`config.mk`:
```
export PLATFORM = sky130hd
export DESIGN_NAME = acc_round_unit
export DESIGN_NICKNAME = d
export VERILOG_FILES = /design/src/rtl/acc_round_pkg.sv /design/src/rtl/acc_round_pos_decode.sv /design/src/rtl/acc_round_core.sv /design/src/rtl/acc_round_unit.sv
export SDC_FILE = /design/constraint.sdc
export NUM_CORES = 1
export LEC_CHECK = 0
export BUFFER_PORTS_ARGS = -buffer_cell sky130_fd_sc_hd__buf_2
export CORE_MARGIN = 3
export CORE_UTILIZATION = 54
export CTS_CLUSTER_DIAMETER = 60
export DETAILED_ROUTE_END_ITERATION = 10
export PLACE_DENSITY_LB_ADDON = 0.1
export SYNTH_ARGS = -nofsm -noshare
export SYNTH_HDL_FRONTEND = slang
export SYNTH_SLANG_ARGS = --single-unit
```
`constraint.sdc`:
```
create_clock -name clk -period 1 [get_ports clk]
set_input_delay 0.05 -clock clk [delete_from_list [all_inputs] [get_ports clk]]
set_output_delay 0.05 -clock clk [all_outputs]
set_load 0.03 [all_outputs]
```
`src/rtl/acc_round_pkg.sv`:
```
package acc_round_pkg;

   typedef enum logic [1:0] {
      SCL_NONE = 2'b00,
      SCL_DOWN = 2'b01,
      SCL_UP   = 2'b10,
      SCL_RSVD = 2'b11
   } scale_e;

   // Selection of the rounding variant built into the core
   localparam int RND_RUNTIME    = 0;
   localparam int RND_FIXED_TWOS = 1;
   localparam int RND_FIXED_CONV = 2;

endpackage

```
`src/rtl/acc_round_pos_decode.sv`:
```
module acc_round_pos_decode
   import acc_round_pkg::*;
#(
   parameter int ACC_W   = 40,
   parameter int NOM_POS = 15
) (
   input  scale_e             scale,
   output logic [ACC_W-1:0]   half_vec,   // one-hot at the rounding position
   output logic [ACC_W-1:0]   drop_mask,  // ones at and below the rounding position
   output logic [ACC_W-1:0]   lsb_vec     // one-hot just above the rounding position
);
   localparam int POS_W    = $clog2(ACC_W + 1);
   localparam int POS_DOWN = NOM_POS + 1;
   localparam int POS_UP   = NOM_POS - 1;

   logic [POS_W-1:0] pos;

   always_comb begin
      unique case (scale)
         SCL_DOWN: pos = POS_W'(POS_DOWN);
         SCL_UP:   pos = POS_W'(POS_UP);
         default:  pos = POS_W'(NOM_POS);
      endcase
   end

   for (genvar i = 0; i < ACC_W; i++) begin : g_bit
      assign half_vec[i]  = (pos == POS_W'(i));
      assign drop_mask[i] = (POS_W'(i) <= pos);
      if (i == 0) begin : g_lsb0
         assign lsb_vec[i] = 1'b0;
      end else begin : g_lsbn
         assign lsb_vec[i] = (pos == POS_W'(i - 1));
      end
   end

endmodule

```
`src/rtl/acc_round_core.sv`:
```
module acc_round_core
   import acc_round_pkg::*;
#(
   parameter int ACC_W     = 40,
   parameter int RND_BUILD = RND_RUNTIME
) (
   input  logic [ACC_W-1:0] data,
   input  logic [ACC_W-1:0] half_vec,
   input  logic [ACC_W-1:0] drop_mask,
   input  logic [ACC_W-1:0] lsb_vec,
   input  logic             twos_sel,
   output logic             tie,
   output logic [ACC_W-1:0] result
);
   logic [ACC_W-1:0] bumped;
   logic [ACC_W-1:0] up_trunc;
   logic             conv_eff;

   assign bumped   = data + half_vec;
   assign up_trunc = bumped & ~drop_mask;
   assign tie      = ((data & drop_mask) == half_vec);

   if (RND_BUILD == RND_FIXED_TWOS) begin : g_twos
      assign conv_eff = 1'b0;
   end else if (RND_BUILD == RND_FIXED_CONV) begin : g_conv
      assign conv_eff = 1'b1;
   end else begin : g_runtime
      assign conv_eff = ~twos_sel;
   end

   // On an exact half, clearing the bit above the rounding position
   // yields the even candidate in either direction.
   assign result = (tie && conv_eff) ? (up_trunc & ~lsb_vec) : up_trunc;

endmodule

```
`src/rtl/acc_round_unit.sv`:
```
module acc_round_unit
   import acc_round_pkg::*;
#(
   parameter int ACC_W     = 40,
   parameter int NOM_POS   = 15,
   parameter int RND_BUILD = RND_RUNTIME
) (
   input  logic             clk,
   input  logic             rst_n,
   input  logic             in_valid,
   input  logic [ACC_W-1:0] in_data,
   input  logic [1:0]       in_scale,
   input  logic             in_rnd_twos,
   output logic             out_valid,
   output logic [ACC_W-1:0] out_data
);
   if (NOM_POS < 2 || NOM_POS + 3 > ACC_W) begin : g_bad_pos
      $error("acc_round_unit: NOM_POS must lie in [2, ACC_W-3]");
   end
   if (RND_BUILD < RND_RUNTIME || RND_BUILD > RND_FIXED_CONV) begin : g_bad_rnd
      $error("acc_round_unit: RND_BUILD out of range");
   end

   logic [ACC_W-1:0] half_vec, drop_mask, lsb_vec, rounded;
   logic             tie;
   scale_e           scale;

   assign scale = scale_e'(in_scale);

   acc_round_pos_decode #(.ACC_W(ACC_W), .NOM_POS(NOM_POS)) u_dec (
      .scale     (scale),
      .half_vec  (half_vec),
      .drop_mask (drop_mask),
      .lsb_vec   (lsb_vec)
   );

   acc_round_core #(.ACC_W(ACC_W), .RND_BUILD(RND_BUILD)) u_core (
      .data      (in_data),
      .half_vec  (half_vec),
      .drop_mask (drop_mask),
      .lsb_vec   (lsb_vec),
      .twos_sel  (in_rnd_twos),
      .tie       (tie),
      .result    (rounded)
   );

   always_ff @(posedge clk or negedge rst_n) begin
      if (!rst_n) begin
         out_valid <= 1'b0;
         out_data  <= '0;
      end else begin
         out_valid <= in_valid;
         if (in_valid) out_data <= rounded;
      end
   end

   // one-cycle strobe latency
   a_r8_valid_follows: assert property (@(posedge clk) disable iff (!rst_n)
      in_valid |=> out_valid);
   a_r8_idle_follows: assert property (@(posedge clk) disable iff (!rst_n)
      !in_valid |=> !out_valid);
   // result held while idle
   a_r9_hold: assert property (@(posedge clk) disable iff (!rst_n)
      !in_valid |=> $stable(out_data));
   // even the lowest rounding position clears the bits under NOM_POS
   a_r3_low_clear: assert property (@(posedge clk) disable iff (!rst_n)
      out_valid |-> (out_data[NOM_POS-1:0] == '0));
   // exactly one rounding position is selected
   a_r1_single_pos: assert property (@(posedge clk) disable iff (!rst_n)
      in_valid |-> $onehot(half_vec));
   // a convergent tie leaves the bit above the position clear
   a_r6_tie_even: assert property (@(posedge clk) disable iff (!rst_n)
      (in_valid && tie && !in_rnd_twos && RND_BUILD != RND_FIXED_TWOS)
      |=> ((out_data & $past(lsb_vec)) == '0));

endmodule

```
==> run metrics, run 1 <==
share of synthesized area occupied by flip-flops and latches=0.303; number of enable flip-flop cells after synthesis=0; Synth Cell Area=0.00339 mm^2; number of rows in the core area=28; effective utilization at floorplan=0.565; Clock Tree Root=sky130_fd_sc_hd__clkbuf_8; post-DP HPWL=10300 um; number of synthesized register bits=41; type of the worst endpoint after the last repair=register data pin; die outline width=~85 um; H-Tree Level Count=2; Boundary Pins=between 80 and 90; count of unique library cells instantiated by Yosys=57; biggest area contributors in the synthesized netlist=sky130_fd_sc_hd__dfrtp_1, sky130_fd_sc_hd__ha_1, sky130_fd_sc_hd__xor2_1; largest net degree at the start of global routing=30; maximum buffer depth of the clock tree=2; number of port buffers=86; Fail Step=5_1_grt; synthesized instance count=399; outcome=aborted with a tool error; clk sink count=41; most area-hungry cell type in the Yosys netlist=sky130_fd_sc_hd__dfrtp_1; number of buffers created by CTS=5; die extent in y=85.2 um; top-area cell type share of the netlist area=0.303; setup slack after placement=-1.74 ns; most instantiated flip-flop cell in the synthesis netlist=sky130_fd_sc_hd__dfrtp_1; error message=[ERROR DPL-0038] Utilization greater than 100%, impossible to legalize; Post-synth ARST share=1.00; Yosys warning total=0; final weighted congestion in routability-driven placement=1.03; Avg Inst Size Synth=8.49 um^2; worst-path endpoint after global-route repair_timing=out_data[10]$_DFFE_PN0P_/D
[synth_stat cells, types with 2 or more instances]
| cell type | count |
|---|---|
| sky130_fd_sc_hd__and3_1 | 5 |
| sky130_fd_sc_hd__nand2_1 | 35 |
| sky130_fd_sc_hd__a221o_1 | 2 |
| sky130_fd_sc_hd__dfrtp_1 | 41 |
| sky130_fd_sc_hd__o21ai_0 | 9 |
| sky130_fd_sc_hd__a31o_2 | 3 |
| sky130_fd_sc_hd__nor2_1 | 28 |
| sky130_fd_sc_hd__a211oi_2 | 2 |
| sky130_fd_sc_hd__a21boi_0 | 2 |
| sky130_fd_sc_hd__nand4_1 | 16 |
| sky130_fd_sc_hd__clkbuf_1 | 18 |
| sky130_fd_sc_hd__a22o_1 | 4 |
| sky130_fd_sc_hd__ha_1 | 23 |
| sky130_fd_sc_hd__a21oi_1 | 32 |
| sky130_fd_sc_hd__xnor2_1 | 15 |
| sky130_fd_sc_hd__and3b_1 | 5 |
| sky130_fd_sc_hd__o211ai_1 | 4 |
| sky130_fd_sc_hd__a2111oi_0 | 3 |
| sky130_fd_sc_hd__xor2_1 | 19 |
| sky130_fd_sc_hd__buf_2 | 2 |
| sky130_fd_sc_hd__a41oi_1 | 5 |
| sky130_fd_sc_hd__inv_1 | 17 |
| sky130_fd_sc_hd__o22ai_1 | 3 |
| sky130_fd_sc_hd__nor3_1 | 9 |
| sky130_fd_sc_hd__and2_1 | 3 |
| sky130_fd_sc_hd__nor2b_1 | 7 |
| sky130_fd_sc_hd__nor4_1 | 5 |
| sky130_fd_sc_hd__o31ai_1 | 5 |
| sky130_fd_sc_hd__o2bb2ai_1 | 17 |
| sky130_fd_sc_hd__a211oi_1 | 3 |
| sky130_fd_sc_hd__a31oi_1 | 5 |
| sky130_fd_sc_hd__nand3_1 | 17 |
| sky130_fd_sc_hd__mux2_2 | 3 |
| sky130_fd_sc_hd__o21bai_1 | 4 |
| sky130_fd_sc_hd__a21o_1 | 6 |
[stage by stage]
| step | std cells | util | TNS [ns] | hold WS, ns | cell area (um^2) |
|---|---|---|---|---|---|
| 4_1_cts | 694 | 0.965 | -35.57 | 0.109 | 5780 |
| 3_3_place_gp | 664 | 0.831 | -50.85 | -0.0151 | 4980 |
| 3_5_place_dp | 664 | 0.831 | -54.40 | -0.00907 | 4980 |
| 2_1_floorplan | 401 | - | -38.14 | -0.246 | 3630 |
[kinds of logic after synthesis]
| group | Yosys count | synth area share |
|---|---|---|
| AO/OA/AOI/OAI | 122 | 0.257 |
| XOR/XNOR | 34 | 0.0879 |
| adder cells (fa/ha/maj) | 24 | 0.0909 |
| buffers and inverters | 38 | 0.0428 |
| flip-flops | 41 | 0.303 |
| multiplexers | 4 | 0.0129 |
| other | 1 | 0.00111 |
| AND/OR/NAND/NOR | 135 | 0.204 |
[what timing repair did]
item | 4_1_cts
endpoints found under the setup margin | 38
hold buffers | 1
resized for setup | 99
endpoints found under the hold margin | 20
pin swaps | 64
setup buffers | 22
==> run 2: changes to the inputs <==
Settings changed: CORE_UTILIZATION 54 to 40, CTS_CLUSTER_DIAMETER 60 to unset, PLACE_DENSITY_LB_ADDON 0.1 to 0.15.
==> run 2 against run 1 <==
  * The flow now finishes, with violations (setup timing)
  * Synthesized area stayed put
  * Synthesized cell count unchanged
==> run metrics, run 2 <==
post-synthesis to final-layout area growth=80.6%; Avg Inst Size Synth=8.49 um^2; minimum period implied by the final worst setup slack=2.36 ns; largest net degree at the start of global routing=42; outcome=finished, violations left; biggest area contributors in the synthesized netlist=sky130_fd_sc_hd__dfrtp_1, sky130_fd_sc_hd__ha_1, sky130_fd_sc_hd__xor2_1; GRT Resource Usage Total=0.283; number of synthesized register bits=41; number of global-route vias before repair=4220; number of enable flip-flop cells after synthesis=0; fin. max-slew vios=0; clk sink count=41; number of port buffers=86; post-DP HPWL=10200 um; Critical path origin=in_scale[0]; count of unique library cells instantiated by Yosys=57; startpoint types=primary input; global-route wire length before repair=21900 um; top-area cell type share of the netlist area=0.303; Power Dens Cells=1000 mW/mm^2; Clock Tree Root=sky130_fd_sc_hd__clkbuf_8; Crit path required time=1.21 ns; setup repair after global routing missed its margin=true; worst IR drop on VDD=approximately 850 uV; Critical Path Most Common Cell=sky130_fd_sc_hd__buf_4; leading cell type in the layout, fill and taps excluded=sky130_fd_sc_hd__buf_4; H-Tree Level Count=2; FILL cells=558; Avg WL per Cell=~20 um; top flop regs=out_data x40, out_valid x1; Post-synth ARST share=1.00; final antenna diode count=0; endpoint class of the critical path=flip-flop; die extent in y=98.0 um; Worst Reg2Reg Path Length in Cells=1; detailed-routing iteration count for the pre-antenna-repair pass=4; leakage power of the design=2.81 nW; area taken by flip-flops and latches=0.00103 mm^2; footprint of the multi-input gates=0.00303 mm^2; cell-by-cell listing of the critical path=buf_12 -> inv_12 -> ha_4 -> buf_6 -> buf_6 -> and3b_2 -> ha_4 -> a211oi_2 -> a211oi_2 -> buf_4 -> a211oi_4 -> buf_4 -> nor3_4 -> buf_4 -> a21boi_2 -> xor2_1 -> o2bb2ai_1; actual slew at the worst max-slew pin=roughly 0.59 ns; Crit path depth=17; Power, Total=between 0.006 and 0.007 W; DRC=0; flip-flop count of the largest register, all copies and words added=40; slowest stage cell, crit path=sky130_fd_sc_hd__a211oi_4; synthesized instance count=between 300 and 400; post-route antenna net violation count=0; commonest non-fill, non-tap cells in the layout=sky130_fd_sc_hd__buf_4, sky130_fd_sc_hd__buf_2, sky130_fd_sc_hd__dfrtp_1; worst reg-to-reg setup slack=0.16 ns; violated checks=setup timing; FF-to-FF End=out_data[18]; Via density=5.74; worst endpoint data arrival time=2.57 ns; clock slew at the register clock pins of the worst setup and hold paths=0.10 ns; count of buffer and inverter cells on the critical path=7; share of synthesized area occupied by flip-flops and latches=0.303; Boundary Pins=87; fraction of final layout cells sized beyond drive strength 1=0.577; Synth Cell Area=0.00339 mm^2; sum of routed wire length over all layers=14200 um; number of antenna violations at the first check in global routing=0; most instantiated library cell after synthesis=sky130_fd_sc_hd__dfrtp_1; post-route setup slack=-1.36 ns; 1st-iter DRT viols=192; register name with the most flops=out_data; Worst Hold Margin=0.0964 ns; Max Fclk=about 420 MHz; post-route clock skew=0 ns; Max-slew headroom=0.608; count of vias placed by the detailed router=about 4200; setup tns final=-42.00 ns; Final Instance Area=0.00612 mm^2; Setup violations, final=37; CTS tree=built; most instantiated flip-flop cell in the synthesis netlist=sky130_fd_sc_hd__dfrtp_1; effective utilization at floorplan=0.425; slowest cell delay on critical path=0.29 ns; Floorplan Core Area=about 0.0080 mm^2; class of the tightest hold or removal check=primary input to flip-flop; last element of the critical path=out_data[29]; Max FO, Critical Path=4; Total Die Area=0.00961 mm^2; aggregate global routing overflow=0; placement-stage cell area=0.00506 mm^2; Worst-Skew Late Latency=0.30 ns; final layout net count=about 700; number of maximum-capacitance constraint violations=0; leading post-synthesis cells by instance count=sky130_fd_sc_hd__dfrtp_1, sky130_fd_sc_hd__nand2_1, sky130_fd_sc_hd__a21oi_1, sky130_fd_sc_hd__nor2_1, sky130_fd_sc_hd__ha_1; die outline width=around 100 um; Crit path max-delay family=buffers and inverters; final weighted congestion in routability-driven placement=between 0.9 and 1; launch instance of the worst register-to-register path=out_data[18]; maximum buffer depth of the clock tree=2; CP Class=primary input to flip-flop; Yosys warning total=0; part of the cycle the worst path needs=2.36; number of rows in the core area=32; most area-hungry cell type in the Yosys netlist=sky130_fd_sc_hd__dfrtp_1; number of hold violations in the final report=0; number of buffers created by CTS=5
-- run 2: cell counts after synthesis --
No cell type changed its count.
-- run 2: worst min-delay path by stage --
stage	to	startpoint	cells past startpoint
after global placement	out_data[9]	rst_n	2
after CTS	out_data[39]	in_data[39]	3
after floorplan	out_data[0]	rst_n	0
after global routing	out_data[39]	in_data[39]	3
final	out_data[39]	in_data[39]	3
after detailed placement	out_data[9]	rst_n	2
-- run 2: timing repair --
item                                   4_1_cts  5_1_grt
setup buffers                               18       13
endpoints found under the hold margin       41        0
setup endpoints to repair                   37       37
gates resized for setup                    102       46
hold buffers                                 1        0
pin swaps                                   72       52
-- run 2: layout make-up --
class	count	share of cell area
clock buffer	5	0.0113
clock inverter	3	0.0113
inverter	17	0.0149
multi-input combinational	322	0.495
sequential	41	0.168
tap	102	0.0209
timing repair buffer	239	0.279
-- run 2: report_power, final --
| part | leakage (nW) | internal (W) | switching, W | total (W) |
|---|---|---|---|---|
| Combinational | 2.22 | 0.00111 | 0.00142 | 0.00253 |
| Sequential | 0.521 | 0.00181 | 0.0000903 | 0.00190 |
| Clock | 0.0687 | 0.00101 | 0.000688 | 0.00170 |
| Total | 2.81 | 0.00393 | 0.00220 | 0.00613 |
-- run 2: kinds of logic (layout without fill, tap and decap cells) --
group,after synthesis,in the layout,share of synthesized area
AO/OA/AOI/OAI,122,122,0.257
AND/OR/NAND/NOR,135,135,0.204
adder cells (fa/ha/maj),24,24,0.0909
buffers and inverters,38,264,0.0428
multiplexers,4,4,0.0129
other,1,3,0.00111
flip-flops,41,41,0.303
XOR/XNOR,34,34,0.0879
-- run 2: through the flow --
stage	utilization	std cells	setup WS (ns)
floorplan	-	401	-1.27
global placement	0.636	698	-1.77
detailed placement	0.636	698	-1.81
CTS	0.731	720	-1.44
global route	0.768	729	-1.46
finish	0.768	729	-1.36
-- run 2: worst min-delay path, stage by stage --
cell,delay [ns]
sky130_fd_sc_hd__buf_2,0.08
sky130_fd_sc_hd__xnor2_1,0.11
sky130_fd_sc_hd__mux2_4,0.13
-- run 2: per-layer routing --
layer,track usage,part of all wire,vias up
met4,0.0841,0.026,0
li1,-,-,1930
met2,0.494,0.49,162
met3,0.0393,0.056,34
met1,0.364,0.43,2056
met5,0,0,-
No activity file was read; power rests on OpenSTA's default activity.
==> run 3: changes to the inputs <==
Clock period 1 ns to 2.1 ns, I/O delays scaled along.
==> run 3 against run 2 <==
  * The flow still finishes with violations (setup timing)
  * Clock power down 53%
  * Setup slack gained 1.1 ns
  * Final area shrank 12%
  * Non-clock buffer count decreased by 55
  * Power is 55% lower
  * Highest routed layer unchanged
  * Sequential share of layout area rose by 2.3 points
  * Via count down 6.0%
  * Utilization fell by 9.2 points
  * Critical path type unchanged
==> run metrics, run 3 (same netlist as run 2, synthesis figures left out) <==
outcome=finished, violations left; violated checks=setup timing; Switching Share=0.355; Avg WL per Cell=18.6 um; final weighted congestion in routability-driven placement=approximately 1; post-route setup slack=-0.217 ns; global-route wire length before repair=approximately 20000 um; top layer used by detailed routing=met4; sum of routed wire length over all layers=12600 um; GRT Resource Usage Total=0.251; post-DP HPWL=roughly 9000 um; setup repair after global routing missed its margin=true; effective utilization at floorplan=0.425; final antenna diode count=0; sum of routed wire segments on met1=5350 um; CP Class=primary input to flip-flop; Max FO, Critical Path=5; number of rows in the core area=32; slowest stage cell, crit path=sky130_fd_sc_hd__fa_2; largest net degree at the start of global routing=42; Setup violations, final=25; sequential share of power=0.326; internal power=0.00179 W; die outline width=98.0 um; count of vias placed by the detailed router=3932; routed length on met3=just under 1000 um; part of the cycle the worst path needs=1.10; minimum period implied by the final worst setup slack=2.32 ns; die extent in y=98.0 um; leading cell type in the layout, fill and taps excluded=sky130_fd_sc_hd__buf_4; Net Sw Power=approximately 0.00098 W; aggregate global routing overflow=0; fraction of final layout cells sized beyond drive strength 1=0.491; startpoint types=primary input; register name with the most flops=out_data; top flop regs=out_data x40, out_valid x1; final layout net count=641; setup tns final=-2.95 ns; footprint of the multi-input gates=between 0.002 and 0.003 mm^2; worst endpoint data arrival time=2.56 ns; count of buffer and inverter cells on the critical path=4; CTS tree=built; number of antenna violations at the first check in global routing=0; 1st-iter DRT viols=just under 300; Clock Tree Root=sky130_fd_sc_hd__clkbuf_8; FILL cells=666; number of hold violations in the final report=0; post-route antenna net violation count=0; area taken by flip-flops and latches=between 0.001 and 0.0015 mm^2; Max-slew headroom=0.629; routed wl met2=5890 um; fin. max-slew vios=0; Worst-Skew Late Latency=0.30 ns; flip-flop count of the largest register, all copies and words added=40; Clk pwr share=0.288; Via density=5.83; endpoint class of the critical path=flip-flop; detailed-routing iteration count for the pre-antenna-repair pass=5; Total Die Area=approximately 0.0096 mm^2; Max Fclk=432 MHz; number of global-route vias before repair=3808; leakage power of the design=approximately 2.5 nW; Crit path required time=approximately 2.3 ns; DRC=0; slowest cell delay on critical path=0.40 ns; Power Dens Cells=approximately 520 mW/mm^2; Power, Total=between 0.002 and 0.003 W; actual slew at the worst max-slew pin=0.556 ns; worst IR drop on VDD=approximately 410 uV; Boundary Pins=87; post-synthesis to final-layout area growth=58.9%; share of total power in combinational logic=0.386; clk sink count=41; Floorplan Core Area=0.00797 mm^2; number of port buffers=86; Worst Hold Margin=0.120 ns; Crit path max-delay family=compound AO/OA/AOI/OAI gates; number of buffers created by CTS=5; class of the tightest hold or removal check=primary input to flip-flop; maximum buffer depth of the clock tree=2; post-route clock skew=0 ns; H-Tree Level Count=2; clock slew at the register clock pins of the worst setup and hold paths=0.09 ns; cell-by-cell listing of the critical path=buf_12 -> inv_8 -> ha_4 -> buf_6 -> and3b_2 -> fa_2 -> nand3_4 -> a21oi_2 -> o211ai_1 -> nand2_2 -> xnor2_2 -> a2111oi_2 -> buf_4 -> a21o_1; commonest non-fill, non-tap cells in the layout=sky130_fd_sc_hd__buf_4, sky130_fd_sc_hd__buf_2, sky130_fd_sc_hd__dfrtp_1; number of maximum-capacitance constraint violations=0
-- run 3: changes by cell type in the layout (fill, tap and decap cells not counted), moves of 3 or more --
cell | previous run | this run
sky130_fd_sc_hd__buf_4 | 130 | 90
sky130_fd_sc_hd__buf_6 | 20 | 7
sky130_fd_sc_hd__a21oi_1 | 14 | 18
sky130_fd_sc_hd__nand2_1 | 28 | 32
sky130_fd_sc_hd__nand2_4 | 4 | 0
sky130_fd_sc_hd__nand3_1 | 11 | 15
sky130_fd_sc_hd__nand3_2 | 4 | 1
sky130_fd_sc_hd__nor3_2 | 3 | 0
-- run 3: area by class of cell --
type                    count  area share
clock buffers               5      0.0128
well taps                 102      0.0237
multi-input cells         322       0.516
repair buffers            184       0.228
clock inverters             3      0.0128
flip-flops and latches     41       0.191
inverters                  17      0.0160
-- run 3: through the flow --
step                cell area [um^2]  instances   util  setup slack (ns)
floorplan                       3590        401      -            -0.234
finish                          5380        674  0.675            -0.217
detailed placement              4640        648  0.582            -0.640
CTS                             5130        666  0.644            -0.137
global placement                4640        648  0.582            -0.618
global route                    5380        674  0.675            -0.313
-- run 3: final timing paths --
path                               from           end  slack, ns  cells past startpoint
max                         in_scale[0]  out_data[16]      -0.22                     14
min                         in_data[38]  out_data[38]       0.12                      3
max reg2reg                out_data[18]  out_data[18]       1.26                      1
min reg2reg                out_data[16]  out_data[16]       0.48                      1
max in group asynchronous         rst_n   out_data[2]       1.32                      3
min in group asynchronous         rst_n   out_data[1]       0.39                      3
-- run 3: layer usage --
metal,global-route usage,vias to the layer above
li1,-,1833
met1,0.349,1839
met2,0.402,217
met3,0.0407,43
met4,0.0735,0
met5,0,-
-- run 3: timing repair --
item	4_1_cts	5_1_grt
endpoints found under the setup margin	28	28
pin swaps	33	47
hold buffers	1	0
endpoints found under the hold margin	41	0
resized for setup	60	36
gates cloned	0	0
setup buffers	9	11
-- run 3: power by group through the flow --
| stage | clock (W) | sequential, W | combinational, W |
|---|---|---|---|
| global placement | 0 | 0.000916 | 0.000911 |
| finish | 0.000800 | 0.000903 | 0.00107 |
| global route | 0.000850 | 0.000912 | 0.00114 |
| detailed placement | 0 | 0.000917 | 0.000915 |
| CTS | 0.000820 | 0.000903 | 0.000992 |
| floorplan | 0 | 0.00107 | 0.000381 |
